$ cat config.mk
export PLATFORM = sky130hd
export DESIGN_NAME = be_lsu
export DESIGN_NICKNAME = d
export VERILOG_FILES = /design/src/rtl/be_lsu.sv
export SDC_FILE = /design/constraint.sdc
export NUM_CORES = 1
export LEC_CHECK = 0
export CAP_MARGIN = 30
export CORE_MARGIN = 2
export CORE_UTILIZATION = 30
export CTS_BUF_LIST = sky130_fd_sc_hd__clkbuf_4 sky130_fd_sc_hd__clkbuf_8
export CTS_CLUSTER_DIAMETER = 40
export DETAILED_ROUTE_END_ITERATION = 10
export GPL_TIMING_DRIVEN = 0
export PLACE_DENSITY = 0.72
export SLEW_MARGIN = 20
export SYNTH_ARGS = -nofsm -noshare
export SYNTH_HDL_FRONTEND = slang
export SYNTH_SLANG_ARGS = --single-unit
$ cat constraint.sdc
create_clock -name clk -period 8.05 [get_ports clk]
set_clock_uncertainty 0.15 [all_clocks]
set_input_delay 1.61 -clock clk [delete_from_list [all_inputs] [get_ports clk]]
set_output_delay 1.61 -clock clk [all_outputs]
set_load 0.05 [all_outputs]
$ cat src/rtl/be_lsu.sv
module be_lsu #(
  parameter int AW = 32,
  parameter int DW = 32
) (
  input  logic          clk,
  input  logic          rst_n,
  input  logic          req_valid,
  input  logic          req_store,
  input  logic [1:0]    req_size,
  input  logic          req_unsigned,
  input  logic [AW-1:0] base,
  input  logic [15:0]   disp,
  input  logic [DW-1:0] st_src,
  input  logic [DW-1:0] mem_rdata,
  output logic [AW-1:0] mem_addr,
  output logic          mem_rd,
  output logic          mem_wr,
  output logic [3:0]    mem_be,
  output logic [DW-1:0] mem_wdata,
  output logic          misalign,
  output logic          ld_valid,
  output logic [DW-1:0] ld_data
);
  localparam logic [1:0] SZ_B = 2'd0;
  localparam logic [1:0] SZ_H = 2'd1;

  logic [AW-1:0] ea;
  logic [1:0]    off;
  logic          is_b, is_h, is_w, bad;
  logic [3:0]    be_n;
  logic [DW-1:0] wd_n;

  assign ea   = base + {{(AW-16){disp[15]}}, disp};
  assign off  = ea[1:0];
  assign is_b = (req_size == SZ_B);
  assign is_h = (req_size == SZ_H);
  assign is_w = req_size[1];
  assign bad  = (is_h & off[0]) | (is_w & (off != 2'b00));

  always_comb begin
    if (is_b)      be_n = 4'b1000 >> off;
    else if (is_h) be_n = off[1] ? 4'b0011 : 4'b1100;
    else           be_n = 4'b1111;
  end

  always_comb begin
    if (is_b)      wd_n = {4{st_src[7:0]}};
    else if (is_h) wd_n = {2{st_src[15:0]}};
    else           wd_n = st_src;
  end

  logic [1:0] q_off, q_size;
  logic       q_uns;

  always_ff @(posedge clk) begin
    if (!rst_n) begin
      mem_addr  <= '0;
      mem_rd    <= 1'b0;
      mem_wr    <= 1'b0;
      mem_be    <= 4'b0;
      mem_wdata <= '0;
      misalign  <= 1'b0;
      ld_valid  <= 1'b0;
      q_off     <= 2'b0;
      q_size    <= 2'b0;
      q_uns     <= 1'b0;
    end else begin
      mem_addr  <= {ea[AW-1:2], 2'b00};
      mem_rd    <= req_valid & ~req_store & ~bad;
      mem_wr    <= req_valid &  req_store & ~bad;
      mem_be    <= (req_valid & req_store & ~bad) ? be_n : 4'b0;
      mem_wdata <= (req_valid & req_store & ~bad) ? wd_n : '0;
      misalign  <= req_valid & bad;
      ld_valid  <= req_valid & ~req_store & ~bad;
      q_off     <= off;
      q_size    <= req_size;
      q_uns     <= req_unsigned;
    end
  end

  logic [1:0]    lane;
  logic [DW-1:0] rsh;

  assign lane = (q_size == SZ_B) ? ~q_off : {~q_off[1], 1'b0};
  assign rsh  = mem_rdata >> {lane, 3'b000};

  always_comb begin
    if (!ld_valid)            ld_data = '0;
    else if (q_size == SZ_B)  ld_data = {{(DW-8){~q_uns & rsh[7]}}, rsh[7:0]};
    else if (q_size == SZ_H)  ld_data = {{(DW-16){~q_uns & rsh[15]}}, rsh[15:0]};
    else                      ld_data = mem_rdata;
  end
endmodule


Yosys cells after proc, flatten, opt, wreduce, memory -nomap -nowiden
Cells that the tools add are included.

storage, ports and cells
  input port bits = 119
  output and inout port bits = 104
  word-level logic and storage cells = 43
  bits in registers = 76

cells by class
  equal/unequal tests = 2
  reductions and logical operators = 4
  bitwise operators = 15
  shift-type cells = 2
  muxes and demuxes = 9
  $add $sub $neg = 1

operators with widths
  kind                                                 count
  two-way mux 32 bit                                   5
  adder 32 bit                                         1
  >> shifter 32 x 5 -> 16 bit                          1
  two-way mux 4 bit                                    3
  bitwise AND 1 bit                                    9
  equality test 2 x 1 -> 1 bit, second input constant  2
  zero test 2 bit                                      2
  inverter 1 bit                                       4
  >> shifter 4 x 2 -> 4 bit, first input constant      1
  two-way mux 2 bit                                    1
  inverter 2 bit                                       1
  AND reduction 2 bit                                  1
  nonzero test 2 bit                                   1
  bitwise OR 1 bit                                     1

Logic depth before layout (Yosys ltp)
Gate-level depths: netlist of run 1.

  word-level depth = 7
  gate-level depth with buffers = 9
  depth with buffers taken out = 8

Worst setup path after synthesis of run 1
Ideal clock, no wire load.

  path kind = input port to output port
  start = input port mem_rdata[7]
  end = output port ld_data[10]
  cell stages on the path = 4
  path buffers = 0
  data arrival time = 3.292 ns
  required time = 6.290 ns
  path slack = 2.998 ns
  cell sequence = mux4_2 -> nor2b_4 -> o31ai_4 -> a221oi_1

on the way
  word-level cells in the longest chain between the ends = 4

ends and longest elaborated chain
  item                         line  source
  start: declaration           14    input logic [DW-1:0] mem_rdata,
  >> shifter 32 x 5 -> 16 bit  85    assign rsh = mem_rdata >> {lane, 3'b000};
  bitwise AND 1 bit            89    else if (q_size == SZ_B) ld_data = {{(DW-8){~q_uns & rsh[7]}}, rsh[7:0]};
  two-way mux 32 bit           89
  two-way mux 32 bit           88    if (!ld_valid) ld_data = '0;
  end: declaration             22    output logic [DW-1:0] ld_data

Every way passes these cells.

Worst setup path after layout of run 1
  start = input port mem_rdata[23]
  end = output port ld_data[27]

on the way
  word-level cells in the longest chain between the ends = 5
  elaborated cells between the ends (all ways) = 6
  classes of those cells = shift: 1; mux: 3; bitwise: 2

ends and longest elaborated chain
  item                             line  source
  >> shifter 32 x 5 -> 16 bit (*)  85
  bitwise AND 1 bit                90    else if (q_size == SZ_H) ld_data = {{(DW-16){~q_uns & rsh[15]}}, rsh[15:0]};
  two-way mux 32 bit               90
  two-way mux 32 bit (*)           89
  two-way mux 32 bit (*)           88

Mark *: on every way between the ends. The rest lies on a longest branch, timed or not.

==> run metrics, run 1 <==
minimum hold slack 1.619 ns; total clock buffers created by CTS 9; Max Cap Viol 0; post-CTS setup buffers 0; GRT Util Overall 0.1919; most crowded layer after global routing met2; critical path class input pin to primary output; worst-margin pin slew 0.7372 ns; met2 GRT Util 0.3280; IO buf count 218; post-CTS sizing 0; vias in the first global route 4853; Synth Instances 615; EDFF count, synth 0; Vias/cell 4.950; hold_sp req_size[1]; Non-Filler Instances 1061; slew margin rel. 0.5070; gpl congestion 0.9091; placed cells 1045; total core area 0.01531 mm²; Sink Count 74; CTS tree built; unrepaired setup endpoints after global routing false; initial antenna violation count 0; Pwr per Cell Area 160.2 mW/mm²; met3 usage 0.03303; CP max-delay cell clkdlybuf4s50_1; Post-CTS Hold Buffers 0; pre-CTS WS 1.899 ns; Pins Over Slew Limit 0; Critical path origin mem_rdata[23]; global-route wire length before repair 25030 µm; crit end category primary output; initial drt markers 239; Antenna diodes 0; via count 5252; routed wire length per instance 15.73 µm; crit-path max cell delay 0.72 ns; final antenna-violating net count 0; Area growth syn-to-layout 56.10%; H-tree depth 3; Distinct cells, synth 57; Die W 129.6 µm; grt total ovfl 0; Tcrit/Tclk final 0.7617; Final Util 0.4826; Layout Nets 996; Main synth FF type dfxtp_1; leakage dissipation 3.048 nW; synthesized area 0.004735 mm²; Synth Warn # 0; io pins 223; dpl hpwl 13390 µm; CP Max Fanout 10; DRC violations left 0; Avg Cell Area, Syn 7.698 µm²; die height 129.6 µm; Setup TNS Final 0 ns; number of synthesized register bits 74; startpoint types input pin; final hold violations 0; asr flop ratio synth 0; Hold Path Depth 4; cell chain of the critical path clkdlybuf4s50_1 -> mux4_2 -> nor2b_4 -> o31ai_4 -> nand2b_1 -> buf_6 -> buf_8 -> a21oi_1 -> clkdlybuf4s50_1; arrival time at the worst endpoint 4.37 ns; maximum vdd ir drop 0.00008359 V; HP Class input pin to flip-flop; status finished, final reports clean; Clock Pin Slew Worst Setup and Hold Paths 0.08 ns; standard-cell rows 45; Clock Path Buffers 2; Setup violations, final 0; worst setup margin 1.918 ns; Hold Crit Endpoint mem_wdata[26]; layout cells sized above 1 0.03529; initial cell density of the core 0.3092; sequential area share after synthesis 0.3129; met1 Usage GRT 0.2369; clock root buffer master clkbuf_8; Final min period 6.132 ns; die area 0.01680 mm²; DRT Wirelength 16690 µm; CP most frequent cell clkdlybuf4s50_1; largest net degree at the start of global routing 18; First-pass DRT Iterations 4; CP required 6.29 ns; Highest Clock Rate 163.1 MHz
[worst max path at each step]
stage / slack [ns] / endpoint / cells past startpoint
2_1_floorplan: 3.00 / ld_data[10] / 4
3_3_place_gp: 1.90 / ld_data[27] / 9
3_5_place_dp: 1.90 / ld_data[27] / 9
4_1_cts: 1.90 / ld_data[27] / 9
5_1_grt: 1.82 / ld_data[23] / 9
6_report: 1.92 / ld_data[27] / 9
[sequential cells by signal (all words and copies together) (netlist names)]
signal	flops
ld_valid	1
mem_addr	30
mem_be	4
mem_wdata	32
mem_wr	1
misalign	1
q_off	2
q_size	2
q_uns	1
[area by class of cell]
class,instances,area [µm²]
fillers,1517,7924
inverters,30,112.6
flip-flops and latches,74,1481
clock inverters,7,82.58
well taps,211,264.0
plain buffers,28,142.6
multi-input cells,484,3002
clock buffers,9,123.9
repair buffers,218,2182
[per-stage QoR]
| step | power, mW | instance area, µm² |
|---|---|---|
| 2_1_floorplan | 0.7036 | 4738 |
| 3_3_place_gp | 0.8751 | 7184 |
| 3_5_place_dp | 0.8778 | 7184 |
| 4_1_cts | 1.198 | 7391 |
| 5_1_grt | 1.253 | 7391 |
| 6_report | 1.184 | 7391 |
[power by group]
group	total [mW]	internal (mW)	switching, mW
combinational	0.470	0.189	0.281
sequential	0.401	0.393	0.00799
clock	0.313	0.148	0.164
[cells in the final DEF, fill, tap and decap left out, types with 4 or more instances in the layout]
cell,netlist,routed
nor2_1,70,70
clkdlybuf4s50_1,0,218
ha_1,31,31
o21bai_1,6,6
nand3_1,9,9
nand2_1,74,74
and3_1,12,12
and2_1,11,11
clkbuf_1,19,19
a221oi_1,6,6
a21boi_0,4,4
o211ai_1,6,6
inv_1,29,29
clkbuf_8,0,9
nor4_1,4,4
a21oi_1,75,75
o22ai_1,6,6
a21o_1,7,7
nor3_1,17,17
a31oi_1,4,4
nand2b_1,8,8
o21ai_0,40,40
dfxtp_1,74,74
xnor2_1,7,7
xor2_1,9,9
mux2i_1,29,29
[per-layer routing]
metal / wire length, µm / part of all wire / vias up
met1: 7116 / 0.43 / 2390
met4: 395 / 0.024 / 0
met2: 8089 / 0.48 / 180
met5: 0 / 0 / -
met3: 1088 / 0.065 / 25
li1: - / - / 2657
[cells in the mapped netlist, drive strengths merged, types with 2 or more instances]
master,n,area (µm²)
or3,3,18.77
nand4,3,18.77
clkbuf,19,71.32
buf,9,71.31
a21boi,4,30.03
nor2b,4,32.53
nand3,9,45.04
o221a,2,22.52
ha,31,387.9
o31ai,3,36.28
o221ai,3,26.28
a31oi,4,25.02
o21a,3,22.52
o31a,2,17.52
xor2,9,78.83
nor3b,3,22.52
o2111ai,3,26.28
o211a,2,20.02
a31o,2,17.52
and2,11,68.82
a21o,7,52.55
a21oi,75,375.4
mux2i,29,290.3
a211oi,2,15.01
and3,12,75.07
o22ai,6,37.54
inv,29,108.9
o21bai,6,45.04
nor2,70,262.8
nand2b,8,50.05
nand2,74,277.8
nor3,17,85.08
a221oi,6,52.55
o21ai,40,200.2
o211ai,6,45.04
nor4,4,25.02
xnor2,7,61.31
dfxtp,74,1481
[worst max-delay path: cells and delay by family]
family / cells / cell delay, ns
buffers and inverters: 4 / 1.46
AND/OR/NAND/NOR: 2 / 0.33
AO/OA/AOI/OAI: 2 / 0.46
multiplexers: 1 / 0.51
[logic make-up after synthesis]
group,count (synthesis),share of synthesized area
AND/OR/NAND/NOR,223,0.2159
AO/OA/AOI/OAI,181,0.2347
flip-flops,74,0.3129
buffers and inverters,58,0.05391
adder cells (fa/ha/maj),32,0.08615
multiplexers,30,0.06607
XOR/XNOR,16,0.02960
other,1,0.0007921
(Power assumes the default switching activity.)
==> run 2, diff against run 1 <==
- PLACE_DENSITY: 0.72 -> 0.74
- clock period: 8.05 -> 5 ns (I/O delays scaled with it)
==> run metrics, run 2 (synthesized netlist as in run 1, its figures left out) <==
Setup TNS Final 0 ns (unchanged); commonest non-fill, non-tap cells in the layout 208 x clkdlybuf4s50_1, 75 x a21oi_1, 74 x nand2_1, 74 x dfxtp_1, 70 x nor2_1; grt total ovfl 0 (unchanged); Reg with most FFs mem_wdata; Multi-input gate area 0.003002 mm² (unchanged); First-pass DRT Iterations 5 (+1); maximum vdd ir drop 0.0001298 V (+55%); CP max-delay cell clkdlybuf4s50_1; initial cell density of the core 0.3092 (unchanged); dpl hpwl 13390 µm (about the same); routed wire length per instance 15.87 µm (+0.90%); Clock Pin Slew Worst Setup and Hold Paths 0.09 ns (about the same); Pins Over Slew Limit 0 (unchanged); startpoint types input pin; largest net degree at the start of global routing 18 (unchanged); unrepaired setup endpoints after global routing false; initial drt markers 244 (+2.1%); Final min period 4.858 ns; CP most frequent cell clkdlybuf4s50_1; die area 0.01680 mm² (unchanged); layout cells sized above 1 0.03529 (unchanged); DRT Wirelength 16840 µm (+0.90%); Antenna diodes 0 (unchanged); die height 129.6 µm (unchanged); Pwr per Cell Area 257.8 mW/mm² (+61%); Seq. cell area 0.001481 mm² (unchanged); total core area 0.01531 mm² (unchanged); final antenna-violating net count 0 (unchanged); Layout Nets 996 (unchanged); Clock Path Buffers 2 (unchanged); final hold violations 0 (unchanged); total clock buffers created by CTS 9 (unchanged); biggest regs mem_wdata x32, mem_addr x30, mem_be x4; Post-CTS Hold Buffers 0 (unchanged); GRT Util Overall 0.1908 (-0.001141); clock root buffer master clkbuf_8; cell chain of the critical path clkdlybuf4s50_1 -> mux4_2 -> nor2b_4 -> o31ai_4 -> nand2b_1 -> buf_6 -> a21oi_1 -> clkdlybuf4s50_1; leakage dissipation 3.232 nW (+6.0%); CP top delay family buffers and inverters; IO buf count 218 (unchanged); DRC violations left 0 (unchanged); crit end category primary output; Max Cap Viol 0 (unchanged); Die W 129.6 µm (unchanged); global-route wire length before repair 25240 µm (+0.83%); slew margin rel. 0.5223 (+0.01533); H-tree depth 3 (unchanged); via count 5364 (+2.1%); io pins 223 (unchanged); gpl congestion 0.9134 (+0.47%); worst-margin pin slew 0.7143 ns (-0.02292 ns); most crowded layer after global routing met2; CP Max Fanout 9 (-1); most common cell after layout, fill and taps aside clkdlybuf4s50_1; Setup violations, final 0 (unchanged); Tcrit/Tclk final 0.9716; Sink Count 74 (unchanged); CP required 3.85 ns (-2.44 ns); initial antenna violation count 0 (unchanged); CTS tree built; met1 Usage GRT 0.2331 (-0.003839); sum of buffers and inverters on the critical path 3 (-1); critical path class input pin to primary output; Filler cells 1486 (-2.0%); Highest Clock Rate 205.9 MHz; HP Class input pin to flip-flop; status finished, final reports clean; met2 GRT Util 0.3335 (+0.005544); vias in the first global route 4997 (+3.0%); standard-cell rows 45 (unchanged); crit-path max cell delay 0.75 ns (+0.03 ns); arrival time at the worst endpoint 3.71 ns (-0.66 ns); met3 usage 0.02849 (-0.004542); pre-CTS WS 0.06749 ns (-1.832 ns); max FFs per register 32 (unchanged); Area growth syn-to-layout 56.61%; Vias/cell 5.056 (+2.1%); worst setup margin 0.1422 ns (-1.776 ns)
## run 2: stage by stage
| step | power (mW) | util | std cells | hold slack, ns | instance area [µm²] |
|---|---|---|---|---|---|
| 2_1_floorplan | 1.133 | - | 616 | 0.9773 | 4738 |
| 3_3_place_gp | 1.408 | 0.4691 | 1045 | 1.366 | 7184 |
| 3_5_place_dp | 1.413 | 0.4691 | 1045 | 1.394 | 7184 |
| 4_1_cts | 1.920 | 0.4825 | 1061 | 1.004 | 7390 |
| 5_1_grt | 2.010 | 0.4842 | 1061 | 1.026 | 7415 |
| 6_report | 1.912 | 0.4842 | 1061 | 1.013 | 7415 |
## run 2: cell type report
class	count	area share
multi-input combinational	484	0.4048
timing repair buffer	218	0.2977
sequential	74	0.1998
tap	211	0.03561
buffer	28	0.01924
clock buffer	9	0.01671
inverter	30	0.01519
clock inverter	7	0.01097
## run 2: power by group
group          total (mW)  switching [mW]  internal, mW
Clock               0.506           0.266         0.240
Combinational       0.760           0.455         0.304
Sequential          0.646          0.0130         0.633
## run 2: worst paths after layout
| kind | slack (ns) | cells after the start | to | start |
|---|---|---|---|---|
| min | 1.01 | 5 | mem_wdata[24] | req_size[0] |
| max | 0.14 | 8 | ld_data[31] | mem_rdata[23] |
## run 2: routing by layer
metal,up-vias,wire length (µm),part of all wire
met5,-,0,0
met4,0,501,0.030
met3,35,1210,0.072
met2,237,8100,0.48
met1,2444,7026,0.42
li1,2648,-,-
## run 2: tightest hold or removal path: cells and delay by family
kind,cells,cell delay [ns]
buffers and inverters,1,0.14
multiplexers,1,0.15
AO/OA/AOI/OAI,1,0.05
AND/OR/NAND/NOR,2,0.15
## run 2: repair_timing
item / in CTS / in global routing
endpoints found under the setup margin: 0 / 10
setup buffers: 0 / 0
gates resized for setup: 0 / 10
==> run 3, diff against run 2 <==
- GPL_ROUTABILITY_DRIVEN: unset -> 0
==> results of run 3 <==
The final DEF is identical to that of run 2; final timing and power are the same.
